<file path="src/rtl/fwdma_pkg.sv">
package fwdma_pkg;
  localparam int SEL_W = 3;

  typedef enum logic [SEL_W-1:0] {
    SEL_CTRL    = 3'd0,
    SEL_MASK    = 3'd1,
    SEL_START   = 3'd2,
    SEL_END     = 3'd3,
    SEL_BASE_LO = 3'd4,
    SEL_BASE_HI = 3'd5,
    SEL_LENGTH  = 3'd6
  } cfg_sel_e;

  localparam int NUM_REGS = 7;

  // control register bit positions
  localparam int CTRL_RD_EN  = 0;
  localparam int CTRL_WR_EN  = 1;
  localparam int CTRL_FLT_EN = 2;
  localparam int CTRL_FLT_LO = 4;
endpackage

</file>
<file path="src/rtl/fwdma_cfg_regs.sv">
module fwdma_cfg_regs
  import fwdma_pkg::*;
#(
  parameter int REG_W   = 32,
  parameter int ALIGN_W = 4
) (
  input  logic             clk,
  input  logic             rst_n,
  input  logic             we,
  input  logic [SEL_W-1:0] sel,
  input  logic [REG_W-1:0] wdata,
  output logic [REG_W-1:0] rdata,
  output logic [REG_W-1:0] ctrl,
  output logic [REG_W-1:0] mask,
  output logic [REG_W-1:0] start_off,
  output logic [REG_W-1:0] end_off,
  output logic [REG_W-1:0] base_lo,
  output logic [REG_W-1:0] base_hi
);
  logic [REG_W-1:0] regs_q [NUM_REGS];
  logic [REG_W-1:0] regs_d [NUM_REGS];

  for (genvar g = 0; g < NUM_REGS; g++) begin : g_reg
    // registers with hardwired-zero low bits
    localparam bit ALIGNED = (g == int'(SEL_BASE_LO)) || (g == int'(SEL_LENGTH));
    localparam logic [REG_W-1:0] KEEP = ALIGNED ? ({REG_W{1'b1}} << ALIGN_W)
                                                : {REG_W{1'b1}};

    always_comb begin
      regs_d[g] = regs_q[g];
      if (we && (sel == SEL_W'(g))) regs_d[g] = wdata & KEEP;
    end

    always_ff @(posedge clk or negedge rst_n) begin
      if (!rst_n) regs_q[g] <= '0;
      else        regs_q[g] <= regs_d[g];
    end
  end

  always_comb begin
    rdata = '0;
    if (int'(sel) < NUM_REGS) rdata = regs_q[sel];
  end

  assign ctrl      = regs_q[SEL_CTRL];
  assign mask      = regs_q[SEL_MASK];
  assign start_off = regs_q[SEL_START];
  assign end_off   = regs_q[SEL_END];
  assign base_lo   = regs_q[SEL_BASE_LO];
  assign base_hi   = regs_q[SEL_BASE_HI];
endmodule

</file>
<file path="src/rtl/fwdma_map.sv">
module fwdma_map #(
  parameter int REG_W   = 32,
  parameter int IDSEL_W = 4,
  localparam int CPU_AW = 2 * REG_W
) (
  input  logic               valid,
  input  logic               is_write,
  input  logic [REG_W-1:0]   addr,
  input  logic [IDSEL_W-1:0] idsel,
  input  logic               rd_en,
  input  logic               wr_en,
  input  logic               flt_en,
  input  logic [IDSEL_W-1:0] flt_val,
  input  logic [REG_W-1:0]   mask,
  input  logic [REG_W-1:0]   start_off,
  input  logic [REG_W-1:0]   end_off,
  input  logic [CPU_AW-1:0]  base,
  output logic               hit,
  output logic [CPU_AW-1:0]  cpu_addr
);
  logic [REG_W-1:0] masked;
  logic [REG_W:0]   win_off;
  logic             in_window, dir_ok, id_ok;

  always_comb begin
    masked    = addr & mask;
    win_off   = {1'b0, masked} + {1'b0, start_off};
    in_window = (win_off <= {1'b0, end_off});
    dir_ok    = is_write ? wr_en : rd_en;
    id_ok     = !flt_en || (idsel == flt_val);
    hit       = valid && in_window && dir_ok && id_ok;
    cpu_addr  = base + {{(CPU_AW-REG_W-1){1'b0}}, win_off};
  end
endmodule

</file>
<file path="src/rtl/fwdma_result_reg.sv">
module fwdma_result_reg #(
  parameter int CPU_AW = 64,
  parameter int LANE_W = 3
) (
  input  logic              clk,
  input  logic              rst_n,
  input  logic              valid,
  input  logic              hit,
  input  logic [CPU_AW-1:0] cpu_addr,
  output logic              out_valid,
  output logic              dma_hit,
  output logic              fallback,
  output logic [CPU_AW-1:0] cpu_word_addr,
  output logic [LANE_W-1:0] byte_lane
);
  logic              vld_d, hit_d, fb_d;
  logic              addr_en;
  logic [CPU_AW-1:0] word_d;
  logic [LANE_W-1:0] lane_d;

  always_comb begin
    vld_d   = valid;
    hit_d   = valid && hit;
    fb_d    = valid && !hit;
    addr_en = valid;
    word_d  = {cpu_addr[CPU_AW-1:LANE_W], {LANE_W{1'b0}}};
    lane_d  = cpu_addr[LANE_W-1:0];
  end

  always_ff @(posedge clk or negedge rst_n) begin
    if (!rst_n) begin
      out_valid <= 1'b0;
      dma_hit   <= 1'b0;
      fallback  <= 1'b0;
    end else begin
      out_valid <= vld_d;
      dma_hit   <= hit_d;
      fallback  <= fb_d;
    end
  end

  always_ff @(posedge clk or negedge rst_n) begin
    if (!rst_n) begin
      cpu_word_addr <= '0;
      byte_lane     <= '0;
    end else if (addr_en) begin
      cpu_word_addr <= word_d;
      byte_lane     <= lane_d;
    end
  end
endmodule

</file>
<file path="src/rtl/fwdma_xlate_top.sv">
module fwdma_xlate_top
  import fwdma_pkg::*;
#(
  parameter int REG_W   = 32,
  parameter int IDSEL_W = 4,
  parameter int LANE_W  = 3,
  parameter int ALIGN_W = 4,
  localparam int CPU_AW = 2 * REG_W
) (
  input  logic               clk,
  input  logic               rst_n,
  input  logic               cfg_we,
  input  logic [SEL_W-1:0]   cfg_sel,
  input  logic [REG_W-1:0]   cfg_wdata,
  output logic [REG_W-1:0]   cfg_rdata,
  input  logic               cyc_valid,
  input  logic               cyc_write,
  input  logic [REG_W-1:0]   cyc_addr,
  input  logic [IDSEL_W-1:0] cyc_idsel,
  output logic               out_valid,
  output logic               dma_hit,
  output logic               fallback,
  output logic [CPU_AW-1:0]  cpu_word_addr,
  output logic [LANE_W-1:0]  byte_lane
);
  logic [REG_W-1:0]  ctrl_q, mask_q, start_q, end_q, base_lo_q, base_hi_q;
  logic              map_hit;
  logic [CPU_AW-1:0] map_addr;

  fwdma_cfg_regs #(.REG_W(REG_W), .ALIGN_W(ALIGN_W)) u_cfg (
    .clk(clk), .rst_n(rst_n), .we(cfg_we), .sel(cfg_sel), .wdata(cfg_wdata),
    .rdata(cfg_rdata), .ctrl(ctrl_q), .mask(mask_q), .start_off(start_q),
    .end_off(end_q), .base_lo(base_lo_q), .base_hi(base_hi_q)
  );

  fwdma_map #(.REG_W(REG_W), .IDSEL_W(IDSEL_W)) u_map (
    .valid(cyc_valid), .is_write(cyc_write), .addr(cyc_addr), .idsel(cyc_idsel),
    .rd_en(ctrl_q[CTRL_RD_EN]), .wr_en(ctrl_q[CTRL_WR_EN]),
    .flt_en(ctrl_q[CTRL_FLT_EN]),
    .flt_val(ctrl_q[CTRL_FLT_LO +: IDSEL_W]),
    .mask(mask_q), .start_off(start_q), .end_off(end_q),
    .base({base_hi_q, base_lo_q}), .hit(map_hit), .cpu_addr(map_addr)
  );

  fwdma_result_reg #(.CPU_AW(CPU_AW), .LANE_W(LANE_W)) u_res (
    .clk(clk), .rst_n(rst_n), .valid(cyc_valid), .hit(map_hit),
    .cpu_addr(map_addr), .out_valid(out_valid), .dma_hit(dma_hit),
    .fallback(fallback), .cpu_word_addr(cpu_word_addr), .byte_lane(byte_lane)
  );
endmodule

</file>
<file path="config.mk">
export PLATFORM = sky130hd
export DESIGN_NAME = fwdma_xlate_top
export DESIGN_NICKNAME = d
export VERILOG_FILES = /design/src/rtl/fwdma_pkg.sv /design/src/rtl/fwdma_cfg_regs.sv /design/src/rtl/fwdma_map.sv /design/src/rtl/fwdma_result_reg.sv /design/src/rtl/fwdma_xlate_top.sv
export SDC_FILE = /design/constraint.sdc
export NUM_CORES = 1
export LEC_CHECK = 0
export BUFFER_PORTS_ARGS = -buffer_cell sky130_fd_sc_hd__buf_2
export CORE_ASPECT_RATIO = 0.7
export CORE_MARGIN = 8
export CORE_UTILIZATION = 50
export CTS_CLUSTER_DIAMETER = 100
export DETAILED_ROUTE_END_ITERATION = 10
export PLACE_DENSITY = 0.69
export RECOVER_POWER = 100
export SETUP_SLACK_MARGIN = 0.4
export SYNTH_ARGS = -nofsm -noshare
export SYNTH_HDL_FRONTEND = slang
export SYNTH_SLANG_ARGS = --single-unit
</file>
<file path="constraint.sdc">
create_clock -name clk -period 6.3 [get_ports clk]
set_input_delay 0.315 -clock clk [delete_from_list [all_inputs] [get_ports clk]]
set_output_delay 0.315 -clock clk [all_outputs]
set_load 0.01 [all_outputs]
</file>
==> flow_summary_export.csv <==
group,metric,value,unit
status,status,"finished with violations",
status,violations,"max-capacitance violations, max-slew violations",
detailed_routing,postRouteAntennaNets,0,
timing,fin_worst_skew,0.02376,ns
critical_path,rr_startpoint,"u_cfg.mask[16]",
clocking,clk_pin_slew_worst_paths,0.07,ns
critical_path,cpMaxStageDelayCell,"a311oi_2",
grt,grt_max_degree,169,
floorplan,die_area,40880,um2
power_and_ir_drop,ir_worst_vdd,207.5,uV
critical_path,path_max_fanout,9,
detailed_routing,drt-total-wl,51.93,mm
critical_path,cp-endpoint,"u_res.cpu_word_addr[55]",
grt,antenna_found_initial,2,
detailed_routing,routed_via_density,6.080,
clocking,cts-root-buf,"clkbuf_16",
critical_path,critPathTopFamily,"compound AO/OA/AOI/OAI gates",
critical_path,crit_type,"reg2reg",
floorplan,die_x,238.3,um
clocking,clock_latency,0.57,ns
critical_path,timing.rr.end,"u_res.cpu_word_addr[55]",
synth,yosysTopAreaCell,"dfrtp_1",
power_and_ir_drop,power_density,429.9,nW/um2
synth,synth-main-ff-cell,"dfrtp_1",
critical_path,path_depth,19,
min_path,hp-class,"in2reg",
flow_run,cap_violations,14,
critical_path,path_buf_inv,2,
place,gp_congestion,0.9170,
grt,overflow,0,
timing,setup_viol,0,
grt,grt_pass1_wl,79.76,mm
critical_path,crit_path_start,"u_cfg.mask[16]",
floorplan,fp.dieH,171.6,um
synth,synth-seq-cells,283,
final_layout,syn_to_final_growth,12.22,%
synth,yosys_warnings,0,
grt,track_usage,24.98,%
timing,min_period_over_period,88.96,%
final_layout,num_antenna_cells,0,
final_layout,drive_gt1_share,23.72,%
clocking,postCtsSetupRepairBufs,0,
synth,synth_top_area_share,40.96,%
critical_path,required,6.59,ns
critical_path,path_common_cell,"a21oi_1",
final_layout,fin_nets,1929,
timing,hold_viol_final,0,
synth,synth_common_cells,"283 x dfrtp_1, 235 x mux2_2, 139 x nor2_1, 135 x a21oi_1, 93 x ha_1",
timing,tightest_slew,3.630,ns
critical_path,worstSetupStartpointType,"flip-flop",
floorplan,rows,57,
clocking,clock_path_buffers,3,
detailed_routing,post-route-drc-count,0,
grt,grt_pass1_vias,13270,
timing,fin_crit,5.604,ns
synth,ys_seq_area_share,40.96,%
critical_path,cp.arrival,5.90,ns
final_layout,final_util,56.45,%
final_layout,fillers,3022,
critical_path,end_kind,"flip-flop",
synth,syn-cell-area,17290,um2
detailed_routing,drtIter0Drc,1391,
synth,synthDistinctLibCells,78,
place,io_buffer_count,174,
detailed_routing,wire_per_inst,23.07,um
timing,tns,0,ns
synth,yosysMostFrequentCell,"dfrtp_1",
power_and_ir_drop,p_leak,8.548,nW
synth,synth-edff-count,0,
place,dp_hpwl,38.86,mm
synth,synthTopCellsByArea,"dfrtp_1 41%, mux2_2 15%, ha_1 6.7%, mux4_2 4.2%, a21oi_1 3.9%",
synth,synth-async-reset-ratio,100.0,%
critical_path,crit_chain,"and2_1 > ha_1 > nand2_1 > o31ai_1 > a41oi_1 > a311oi_2 > a21oi_1 > o311ai_0 > a21oi_1 > xnor2_2 > ha_1 > inv_1 > o21ai_2 > o22ai_2 > or2_0 > buf_4 > a2111oi_2 > xnor2_1 > a21oi_1",
clocking,cts_tree,"done",
timing,relSlewSlack,-142.0,%
critical_path,rr_worst_depth,19,
synth,synth_cells,1614,
floorplan,start_util,50.30,%
clocking,numClockSinks,283,
critical_path,cpPeakStageDelay,0.49,ns
clocking,numCtsBuffers,29,
timing,rsz0062_at_grt,"no",
floorplan,ios,178,
detailed_routing,vias,13690,
timing,slew_violations,671,
clocking,cts_max_level,1,
detailed_routing,firstDrtPassIters,5,
floorplan,coreArea,34380,um2
critical_path,rrSetupSlack,0.70,ns
timing,maxClockFrequency,0.1784,GHz
synth,syn_avg_cell_area,10.71,um2
[cell type report]
cell class	instances	area, um2	area share, %
clock buffer	39	843.3	4.346
clock inverter	13	173.9	0.8963
inverter	72	270.3	1.393
multi-input combinational	1177	9578	49.36
sequential	283	7082	36.49
tap	472	590.6	3.043
timing repair buffer	195	867.1	4.468
[worst reg2reg max path, delay by kind of cell (launching register included)]
family          cells  cell delay (ns)
fa+ha+maj           2             0.91
flops               1             0.39
simple gates        3             0.51
buf+inv             2             0.32
xor+xnor            2             0.43
compound gates     10             2.79
[what timing repair did]
action / 4_1_cts / 5_1_grt
hold endpoints to repair: 115 / 0
hold buffers: 1 / 0
resized for setup: 0 / 1
setup endpoints to repair: 0 / 1
[routing by layer]
layer,part of all wire (%),wire length [um],GRT usage (%),vias up
li1,-,-,-,6181
met1,48,24750,38.77,6887
met2,41,21220,34.86,553
met3,9.7,5013,6.115,66
met4,1.8,956,4.635,0
met5,0,0,0,-
[metrics by stage]
step	cells	hold WS (ns)	total power, W	setup WS (ns)	cell area [um2]
after floorplan	1616	0.01941	0.005257	1.882	17300
after global placement	2198	0.4596	0.006389	0.8970	18590
after detailed placement	2198	0.4616	0.006490	0.9152	18590
after CTS	2251	0.02323	0.008362	0.9197	19620
after global routing	2251	0.05575	0.008858	0.2704	19400
final	2251	0.05178	0.008342	0.6957	19400
[worst min-delay path by stage]
stage,end,cells past startpoint,slack [ns],start
final,u_cfg.end_off[3],2,0.05,cfg_wdata[3]
after CTS,u_cfg.start_off[1],3,0.02,cfg_wdata[1]
after global routing,u_cfg.ctrl[0],2,0.06,cfg_wdata[0]
after detailed placement,u_res.cpu_word_addr[55],1,0.46,rst_n
after global placement,u_res.cpu_word_addr[55],1,0.46,rst_n
after floorplan,u_cfg.base_hi[0],0,0.02,rst_n
[registers in the layout, indices dropped and copies added (netlist names)]
signal and cells:
u_cfg.base_hi 32, u_res.fallback 1, u_cfg.regs_q 28, u_res.byte_lane 3, u_res.cpu_word_addr 61, u_cfg.ctrl 32, u_res.dma_hit 1, u_cfg.end_off 32
u_cfg.start_off 32, u_res.out_valid 1, u_cfg.base_lo 28, u_cfg.mask 32
[where the power goes]
part,leakage [nW],switching (W),internal [W]
logic,4.67,0.00220,0.00160
clock network,0.502,0.000750,0.00110
registers,3.38,0.000408,0.00228
total,8.55,0.00336,0.00498
[logic make-up after synthesis]
family | share of synthesized area (%)
compound gates | 13.95
other cells | 0.02169
flops | 40.96
mux | 21.09
simple gates | 10.25
buf+inv | 3.734
xor+xnor | 3.039
fa+ha+maj | 6.961
[layout by cell type, fill, tap and decap left out, types with 9 or more instances in the layout]
cell,instances
xor2_1,22
nand4_1,26
mux2i_1,28
inv_1,71
a21oi_1,136
and2_1,34
or4_1,10
o21ai_0,42
mux4_2,32
or3_1,13
a21o_1,44
nand2_1,60
nor2b_1,9
clkbuf_1,113
a31oi_1,20
mux2_2,232
o21a_1,15
o21bai_1,9
xnor2_1,37
buf_4,9
a2111oi_2,9
dfrtp_1,283
clkbuf_16,29
nor2_1,139
nand3_1,22
ha_1,93
o31ai_1,14
buf_2,72
nor3_1,16
Note: power is estimated with default switching activity, not from simulation.
